<file path="src/rtl/sci_ctl_pkg.sv">
package sci_ctl_pkg;
    localparam int DATA_W = 8;
    localparam int ADDR_W = 2;
    localparam int CTL_W  = 4;
    localparam int NFLAG  = 5;

    localparam int STAT_TDE = 0;
    localparam int STAT_RDF = 1;
    localparam int STAT_FRM = 2;
    localparam int STAT_PAR = 3;
    localparam int STAT_OVR = 4;

    typedef enum logic [ADDR_W-1:0] {
        SEL_CTL  = 2'd0,
        SEL_STAT = 2'd1,
        SEL_TXD  = 2'd2,
        SEL_RXD  = 2'd3
    } reg_sel_e;

    typedef struct packed {
        logic tx_irq_en;
        logic rx_irq_en;
        logic tx_en;
        logic rx_en;
    } ctl_t;

    typedef struct packed {
        logic tx;
        logic rx;
        logic err;
    } irq_t;

    function automatic logic [DATA_W-1:0] ctl_to_byte(input ctl_t c);
        return {c, {(DATA_W-CTL_W){1'b0}}};
    endfunction

    function automatic logic [DATA_W-1:0] flags_to_byte(input logic [NFLAG-1:0] f);
        return {{(DATA_W-NFLAG){1'b0}}, f};
    endfunction
endpackage

</file>
<file path="src/rtl/sci_ctl_reg.sv">
module sci_ctl_reg
    import sci_ctl_pkg::*;
(
    input  logic             clk,
    input  logic             rst,
    input  logic             wr_en,
    input  logic [CTL_W-1:0] wbits,
    output ctl_t             ctl_q
);
    always_ff @(posedge clk) begin
        if (rst)        ctl_q <= '0;
        else if (wr_en) ctl_q <= ctl_t'(wbits);
    end

    AST_CTL_HOLD: assert property (@(posedge clk) disable iff (rst)
        !wr_en |=> $stable(ctl_q)) else $error("control changed without write");
endmodule

</file>
<file path="src/rtl/sci_stat_flags.sv">
module sci_stat_flags
    import sci_ctl_pkg::*;
(
    input  logic             clk,
    input  logic             rst,
    input  logic             tx_en,
    input  logic             rx_en,
    input  logic             stat_rd,
    input  logic             stat_wr,
    input  logic [NFLAG-1:0] wbits,
    input  logic             tx_taken,
    input  logic             rx_start,
    input  logic             rx_done,
    input  logic             rx_ferr,
    input  logic             rx_perr,
    output logic [NFLAG-1:0] flags_vis,
    output logic             tde_cleared,
    output logic             rx_load,
    output logic             rx_ovr
);
    logic [NFLAG-1:0] flag_q;
    logic [NFLAG-1:0] arm_q;
    logic [NFLAG-1:0] set_ev;
    logic [NFLAG-1:0] clr_ok;
    logic             rx_act_q;
    logic             rx_accept;

    // reception window opened by a start-bit event
    always_ff @(posedge clk) begin
        if (rst || !rx_en)  rx_act_q <= 1'b0;
        else if (rx_start)  rx_act_q <= 1'b1;
        else if (rx_done)   rx_act_q <= 1'b0;
    end

    assign rx_accept = rx_done && rx_en && rx_act_q;
    assign rx_load   = rx_accept && !flag_q[STAT_RDF];
    assign rx_ovr    = rx_accept &&  flag_q[STAT_RDF];

    always_comb begin
        flags_vis           = flag_q;
        flags_vis[STAT_TDE] = flag_q[STAT_TDE] | ~tx_en;

        set_ev              = '0;
        set_ev[STAT_TDE]    = tx_taken | (~tx_en & ~flag_q[STAT_TDE]);
        set_ev[STAT_RDF]    = rx_load;
        set_ev[STAT_FRM]    = rx_load & rx_ferr;
        set_ev[STAT_PAR]    = rx_load & rx_perr;
        set_ev[STAT_OVR]    = rx_ovr;
    end

    for (genvar i = 0; i < NFLAG; i++) begin : g_flag
        localparam logic RST_VAL = (i == STAT_TDE);
        logic may_clear;
        if (i == STAT_TDE) begin : g_tde
            assign may_clear = tx_en;
        end else begin : g_rx
            assign may_clear = 1'b1;
        end

        assign clr_ok[i] = stat_wr & ~wbits[i] & arm_q[i] & ~set_ev[i] & may_clear;

        always_ff @(posedge clk) begin
            if (rst)            flag_q[i] <= RST_VAL;
            else if (set_ev[i]) flag_q[i] <= 1'b1;
            else if (clr_ok[i]) flag_q[i] <= 1'b0;
        end

        always_ff @(posedge clk) begin
            if (rst)                              arm_q[i] <= 1'b0;
            else if (set_ev[i] || clr_ok[i])      arm_q[i] <= 1'b0;
            else if (stat_rd && flags_vis[i])     arm_q[i] <= 1'b1;
        end
    end

    assign tde_cleared = clr_ok[STAT_TDE];

    AST_CLEAR_NEEDS_ARM: assert property (@(posedge clk) disable iff (rst)
        $fell(flag_q[STAT_RDF]) |-> $past(arm_q[STAT_RDF])) else $error("unarmed clear");
    AST_TDE_FORCED: assert property (@(posedge clk) disable iff (rst)
        !tx_en |=> flag_q[STAT_TDE]) else $error("empty flag not forced");
    AST_RX_OFF_HOLD: assert property (@(posedge clk) disable iff (rst)
        (!rx_en && !stat_wr) |=> $stable(flag_q[STAT_OVR:STAT_RDF])) else $error("rx flags moved");
    AST_OVR_SETS: assert property (@(posedge clk) disable iff (rst)
        rx_ovr |=> flag_q[STAT_OVR]) else $error("overrun lost");
endmodule

</file>
<file path="src/rtl/sci_irq_gen.sv">
module sci_irq_gen
    import sci_ctl_pkg::*;
(
    input  ctl_t             ctl,
    input  logic [NFLAG-1:0] flags,
    output irq_t             irq
);
    always_comb begin
        irq.tx  = ctl.tx_irq_en & flags[STAT_TDE];
        irq.rx  = ctl.rx_irq_en & flags[STAT_RDF];
        irq.err = ctl.rx_irq_en & (flags[STAT_FRM] | flags[STAT_PAR] | flags[STAT_OVR]);
    end
endmodule

</file>
<file path="src/rtl/sci_port_ctl.sv">
module sci_port_ctl
    import sci_ctl_pkg::*;
(
    input  logic              clk,
    input  logic              rst,
    input  logic [ADDR_W-1:0] bus_addr,
    input  logic              bus_wr,
    input  logic              bus_rd,
    input  logic [DATA_W-1:0] bus_wdata,
    output logic [DATA_W-1:0] bus_rdata,
    input  logic              tx_taken,
    input  logic              rx_start,
    input  logic              rx_done,
    input  logic [DATA_W-1:0] rx_byte,
    input  logic              rx_ferr,
    input  logic              rx_perr,
    output logic              tx_start,
    output logic [DATA_W-1:0] tx_byte,
    output logic              irq_tx,
    output logic              irq_rx,
    output logic              irq_err
);
    reg_sel_e          sel;
    ctl_t              ctl;
    logic [NFLAG-1:0]  flags;
    logic              tde_cleared;
    logic              rx_load;
    logic              rx_ovr;
    logic [DATA_W-1:0] tdr_q;
    logic [DATA_W-1:0] rdr_q;
    logic              tx_start_q;
    irq_t              irq;

    assign sel = reg_sel_e'(bus_addr);

    sci_ctl_reg u_ctl (
        .clk   (clk),
        .rst   (rst),
        .wr_en (bus_wr && sel == SEL_CTL),
        .wbits (bus_wdata[DATA_W-1:DATA_W-CTL_W]),
        .ctl_q (ctl)
    );

    sci_stat_flags u_flags (
        .clk         (clk),
        .rst         (rst),
        .tx_en       (ctl.tx_en),
        .rx_en       (ctl.rx_en),
        .stat_rd     (bus_rd && sel == SEL_STAT),
        .stat_wr     (bus_wr && sel == SEL_STAT),
        .wbits       (bus_wdata[NFLAG-1:0]),
        .tx_taken    (tx_taken),
        .rx_start    (rx_start),
        .rx_done     (rx_done),
        .rx_ferr     (rx_ferr),
        .rx_perr     (rx_perr),
        .flags_vis   (flags),
        .tde_cleared (tde_cleared),
        .rx_load     (rx_load),
        .rx_ovr      (rx_ovr)
    );

    sci_irq_gen u_irq (
        .ctl   (ctl),
        .flags (flags),
        .irq   (irq)
    );

    always_ff @(posedge clk) begin
        if (rst) begin
            tdr_q      <= '0;
            rdr_q      <= '0;
            tx_start_q <= 1'b0;
        end else begin
            if (bus_wr && sel == SEL_TXD) tdr_q <= bus_wdata;
            if (rx_load)                  rdr_q <= rx_byte;
            tx_start_q <= tde_cleared;
        end
    end

    always_comb begin
        unique case (sel)
            SEL_CTL:  bus_rdata = ctl_to_byte(ctl);
            SEL_STAT: bus_rdata = flags_to_byte(flags);
            SEL_TXD:  bus_rdata = tdr_q;
            default:  bus_rdata = rdr_q;
        endcase
    end

    assign tx_start = tx_start_q;
    assign tx_byte  = tdr_q;
    assign irq_tx   = irq.tx;
    assign irq_rx   = irq.rx;
    assign irq_err  = irq.err;

    AST_TX_START_PULSE: assert property (@(posedge clk) disable iff (rst)
        tx_start |=> !tx_start) else $error("start pulse too long");
    AST_START_NEEDS_TE: assert property (@(posedge clk) disable iff (rst)
        tx_start |-> $past(ctl.tx_en)) else $error("start while disabled");
    AST_OVR_KEEPS_DATA: assert property (@(posedge clk) disable iff (rst)
        rx_ovr |=> $stable(rdr_q)) else $error("data overwritten");
    AST_TX_IRQ_GATED: assert property (@(posedge clk) disable iff (rst)
        irq_tx |-> ctl.tx_irq_en) else $error("tx irq ungated");
    AST_ERR_IRQ_GATED: assert property (@(posedge clk) disable iff (rst)
        (irq_err || irq_rx) |-> ctl.rx_irq_en) else $error("rx irq ungated");
endmodule

</file>
<file path="config.mk">
export PLATFORM = sky130hd
export DESIGN_NAME = sci_port_ctl
export DESIGN_NICKNAME = d
export VERILOG_FILES = /design/src/rtl/sci_ctl_pkg.sv /design/src/rtl/sci_ctl_reg.sv /design/src/rtl/sci_stat_flags.sv /design/src/rtl/sci_irq_gen.sv /design/src/rtl/sci_port_ctl.sv
export SDC_FILE = /design/constraint.sdc
export NUM_CORES = 1
export LEC_CHECK = 0
export ABC_CLOCK_PERIOD_IN_PS = 1310
export BUFFER_PORTS_ARGS = -buffer_cell sky130_fd_sc_hd__buf_2
export CORE_ASPECT_RATIO = 0.7
export CORE_MARGIN = 1
export CORE_UTILIZATION = 26
export DETAILED_ROUTE_END_ITERATION = 8
export GPL_ROUTABILITY_DRIVEN = 0
export PLACE_DENSITY_LB_ADDON = 0.2
export SETUP_SLACK_MARGIN = 0.15
export SYNTH_ARGS = -nofsm -noshare
export SYNTH_HDL_FRONTEND = slang
export SYNTH_SLANG_ARGS = --single-unit
</file>
<file path="constraint.sdc">
create_clock -name clk -period 1.31 [get_ports clk]
set_clock_uncertainty 0.15 [all_clocks]
set_input_delay 0.0655 -clock clk [delete_from_list [all_inputs] [get_ports clk]]
set_output_delay 0.0655 -clock clk [all_outputs]
set_load 0.05 [all_outputs]
</file>
# After elaboration in Yosys (flattened, before gate mapping)
# Cells that the tools add are included.
# W data, S select, Z words.
[word_totals]
wordCells = 102
ramBits = 0
mem_count = 0
regBits = 32
latchBits = 0
romBits = 0
inputBits = 27
output_inout_bits = 20
[op_classes]
div_mod_pow = 0
reduce_logical = 33
bitwise = 38
n_eq_ne = 2
shift = 0
mul = 0
order_cmp = 0
add_sub_neg = 0
mux = 11
[op_table]
columns = ["cell", "n"]
rows = [
  ["$pmux W8 S3", 1],
  ["$and A1 B1 Y1", 22],
  ["$logic_and A1 B1 Y1", 13],
  ["$not A1 Y1", 12],
  ["$reduce_or A2 Y1", 6],
  ["$mux W1", 10],
  ["$reduce_bool A2 Y1", 5],
  ["$logic_or A1 B1 Y1", 6],
  ["$or A1 B1 Y1", 4],
  ["$eq A2 B1 Y1 const B", 1],
  ["$eq A2 B2 Y1 const B", 1],
  ["$logic_not A1 Y1", 2],
  ["$logic_not A2 Y1", 1],
]

# Depth between registers and ports, before layout
[depth]
ltp_word = 8
ltp_mapped = 5
mapped_depth_nobuf = 3

# Cells and area by module
# Synthesis repeated with hierarchy kept, for this count alone.
[hier_totals]
cells_unflattened = 158
area_unflattened_um2 = 1602.8
[modules_own_cells]
columns = ["module", "area_each_um2", "n_inst", "seq_area_each_um2", "cells_each"]
rows = [
  ["sci_port_ctl", 904.6, 1, 340.3, 85],
  ["sci_stat_flags", 536.8, 1, 220.2, 57],
  ["sci_ctl_reg", 140.1, 1, 80.1, 13],
  ["sci_irq_gen", 21.3, 1, 0.0, 3],
]

# Worst setup path before layout
# Ideal clock, no wire load.
[synth_path]
path_kind = "register -> output"
startpoint = "register tdr_q[0] (netlist: tx_byte[0])"
endpoint = "output port bus_rdata[0]"
t_arrival_ns = 1.815
path_buffers = 0
slack_ns = -0.721
required_time_ns = 1.094
stages_incl_launch_ff = 3
path_cell_list = "dfxtp_1 -> nand2_1 -> o21ai_0"
[synth_between]
elab_chain_len = 1
[synth_rtl]
columns = ["item", "line", "text"]
rows = [
  ["from (decl)", "sci_port_ctl.sv:29", "logic [DATA_W-1:0] tdr_q;"],
  ["from (signal assigned)", "sci_port_ctl.sv:75", "if (bus_wr && sel == SEL_TXD) tdr_q <= bus_wdata;"],
  ["$pmux W8 S3", "sci_port_ctl.sv:82", "unique case (sel)"],
  ["to (decl)", "sci_port_ctl.sv:10", "output logic [DATA_W-1:0] bus_rdata,"],
]
# No other way between the ends.

# Worst setup path after layout
[layout_path]
startpoint = "register u_ctl.ctl_q[0] in the netlist's numbering"
endpoint = "output port bus_rdata[4]"
[layout_between]
elab_chain_len = 1
[layout_rtl]
columns = ["item", "line", "text"]
rows = [
  ["from (decl)", "sci_ctl_reg.sv:8", "output ctl_t ctl_q"],
  ["from (signal assigned)", "sci_ctl_reg.sv:12", "else if (wr_en) ctl_q <= ctl_t'(wbits);"],
  ["$pmux W8 S3", "sci_port_ctl.sv:82", ""],
]
# No other way between the ends.

==> results.sh <==
export IMPL_status="finished with violations"
export IMPL_violations="setup timing"
export IMPL_timing_fmax_mhz=665
export IMPL_min_period_ps=1500
export IMPL_synthFlopType="dfxtp_1"
export IMPL_placed_area_sq_um=2050
export IMPL_drt_pass1_iterations=4
export IMPL_crit_cells=2
export IMPL_synth_compound_area_frac=0.155
export IMPL_yosys_top_cells_area="dfxtp_1 (44%), mux2i_1 (8.2%), a21oi_1 (5.1%)"
export IMPL_hold_class="input pin to flop"
export IMPL_syn_area_per_cell_sq_um=9.53
export IMPL_clockRootBuffer="clkbuf_8"
export IMPL_n_antenna_cell=0
export IMPL_gr_total_overflow=0
export IMPL_die_h_um=64.9
export IMPL_power_frac_clock=0.364
export IMPL_io_pins=47
export IMPL_rr_worst_depth=4
export IMPL_critPathRequiredTime_ps=1090
export IMPL_synth_edf_count=0
export IMPL_cts_max_path_buffers=2
export IMPL_vias=1463
export IMPL_slew_headroom=0.669
export IMPL_drc=0
export IMPL_synth_simple_area_share=0.228
export IMPL_worstPathCellList="mux4_2, buf_8"
export IMPL_layout_drive_gt1_share=0.571
export IMPL_clk_latency_ps=280
export IMPL_post_route_worst_setup_slack_ps=-193
export IMPL_combPwrFrac=0.174
export IMPL_rsz0062_at_grt="true"
export IMPL_cts_tree="done"
export IMPL_fin_area_sq_um=2770
export IMPL_syn_area_sq_um=1470
export IMPL_grt_max_degree=24
export IMPL_synth_seq_area_share=0.436
export IMPL_multiInputGateArea_sq_um=975
export IMPL_totalWireLength_mm=4.51
export IMPL_h_tree_depth=2
export IMPL_place_ws_ps=-95.8
export IMPL_worst_pin_slew_ps=497
export IMPL_synthAdderAreaFrac=0
export IMPL_synth_top_family_by_area="simple AND/OR/NAND/NOR gates"
export IMPL_report_final_slew_viol_count=0
export IMPL_port_buffers=46
export IMPL_fillerInstances=512
export IMPL_area_delta_synth_final_pct=88.9
export IMPL_ir_drop_uv=399
export IMPL_muxShareOfSynthArea=0.143
export IMPL_synthArstFlopShare=0
export IMPL_seq_power_share=0.461
export IMPL_numCtsBuffers=5
export IMPL_dpl_hpwl_mm=2.94
export IMPL_synth_xor_area_frac=0
export IMPL_path_buf_inv=1
export IMPL_setup_viol=18
export IMPL_p_int_mw=1.59
export IMPL_grt_use_total=0.160
export IMPL_yosysMostFrequentCell="dfxtp_1"
export IMPL_cp_top_family="multiplexers"
export IMPL_cp_start_kind="flop"
export IMPL_core_area_sq_um=5340
export IMPL_synth_cell_types=35
export IMPL_whs_ps=8.66
export IMPL_maxCapViolCount=0
export IMPL_yosysWarningCount=0
export IMPL_holdPathStages=4
export IMPL_grt_antenna_before_repair=0
export IMPL_hold_viol_final=0
export IMPL_critPathSlowestCell="mux4_2"
export IMPL_synth_top_area_cell="dfxtp_1"
export IMPL_critPathMaxFanout=3
export IMPL_final_cells=326
export IMPL_ys_top_cells_by_count="dfxtp_1 (32), nand2_1 (19), nor2_1 (16), a21oi_1 (15), mux2i_1 (12)"
export IMPL_drt_iter0_drc=18
export IMPL_p_leak_nw=1.24
export IMPL_die_area_sq_um=5950
export IMPL_area_sequential_sq_um=679
export IMPL_wl_per_cell_um=13.8
export IMPL_crit_arrival_ps=1290
export IMPL_synthCells=154
export IMPL_crit_type="flop to output pin"
export IMPL_row_count=22
export IMPL_grt_pass1_wl_mm=7.21
export IMPL_switching_share=0.257
export IMPL_place_inst=284
export IMPL_synth_fp_nets=181
export IMPL_yosys_register_bits=32
export IMPL_antenna_left=0
export IMPL_end_kind="output pin"
export IMPL_switchingPower_uw=549
export IMPL_p_per_area_nw_per_um2=772
export IMPL_via_per_inst=4.49
export IMPL_final_nets=280
export IMPL_clk_pin_slew_ps=60
export IMPL_synth_top_area_frac=0.436
export IMPL_cts_sinks=32
export IMPL_die_x_um=91.8
export IMPL_grt_pass1_vias=1452
export IMPL_slowest_delay_ps=490
export IMPL_fin_crit_sh=1.15
export IMPL_start_util=0.275
export IMPL_power_mw=2.14
-- sequential cells by signal (all words and copies together) (netlist names) --
signal and count:
rdr_q 8, tx_byte 8, u_flags.arm_q 5, u_ctl.ctl_q 4, u_flags.flags_vis 4, tx_start 1, u_flags.flag_q 1, u_flags.rx_act_q 1
-- logic make-up after synthesis --
| group | after synthesis |
|---|---|
| flops | 32 |
| buf+inv | 10 |
| mux | 19 |
| compound gates | 33 |
| simple gates | 60 |
-- power groups by stage --
stage	clock network [mW]	registers (mW)	logic [mW]
floorplan	0	1.04	0.126
global placement	0	1.01	0.271
detailed placement	0	1.01	0.271
CTS	0.808	0.989	0.356
global route	0.859	0.989	0.399
finish	0.780	0.988	0.373
-- placed cells by master (no fill, tap or decap), types with 3 or more instances in the layout --
master / n
a21oi_1: 9
a21oi_2: 6
a22o_4: 6
buf_12: 4
buf_2: 28
buf_4: 24
buf_6: 13
buf_8: 10
clkbuf_8: 6
dfxtp_1: 17
dfxtp_2: 7
dfxtp_4: 8
dlygate4sd3_1: 19
mux2_2: 5
mux2i_1: 12
nand2_1: 10
nand2_2: 3
nand2_4: 6
nand2b_1: 6
nor2_1: 15
nor3b_1: 3
-- final cells by class --
cell class,count,share of cell area
Timing Repair Buffer,101,0.337
Sequential cell,32,0.245
Tap cell,72,0.0325
Multi-Input combinational cell,112,0.352
Clock buffer,8,0.0325
Inverter,1,0.00135
-- worst min-delay path, cell delays in order --
cell and delay, ps:
buf_2 100, inv_1 40, a21oi_1 130, nor3b_1 50
-- metal layers --
metal,track usage,wire length (um),share of wire,vias up
met3,0.0399,219,0.049,4
met5,0,0,0,-
li1,-,-,-,746
met4,0.0410,47,0.010,0
met2,0.253,1960,0.44,42
met1,0.217,2280,0.50,671
-- repair_timing --
action / CTS / global route
hold buffers: 20 / 0
pin swaps: 7 / 4
setup endpoints to repair: 24 / 34
buffers inserted: 9 / 4
hold endpoints to repair: 29 / 0
resized for setup: 71 / 21
cloned: 1 / 0
-- path summary, 6_finish.rpt --
path | start | end | slack (ps)
hold reg to reg | rdr_q[6]$_SDFFE_PP0P_ | rdr_q[6]$_SDFFE_PP0P_ | 310
setup reg to reg | u_ctl.ctl_q[0]$_SDFFE_PP0P_ | u_flags.arm_q[3]$_SDFFE_PP0P_ | -80
hold / removal | rx_done | u_flags.rx_act_q$_SDFFE_PP0P_ | 9
setup / recovery | u_ctl.ctl_q[0]$_SDFFE_PP0P_ | bus_rdata[4] | -190
-- metrics by stage --
stage	utilization	TNS [ps]
after floorplan	-	0
after global placement	0.384	-889
after detailed placement	0.384	-1020
after CTS	0.500	-1430
after global routing	0.519	-2640
final	0.519	-1890
Power figures use the tool's default switching activity.
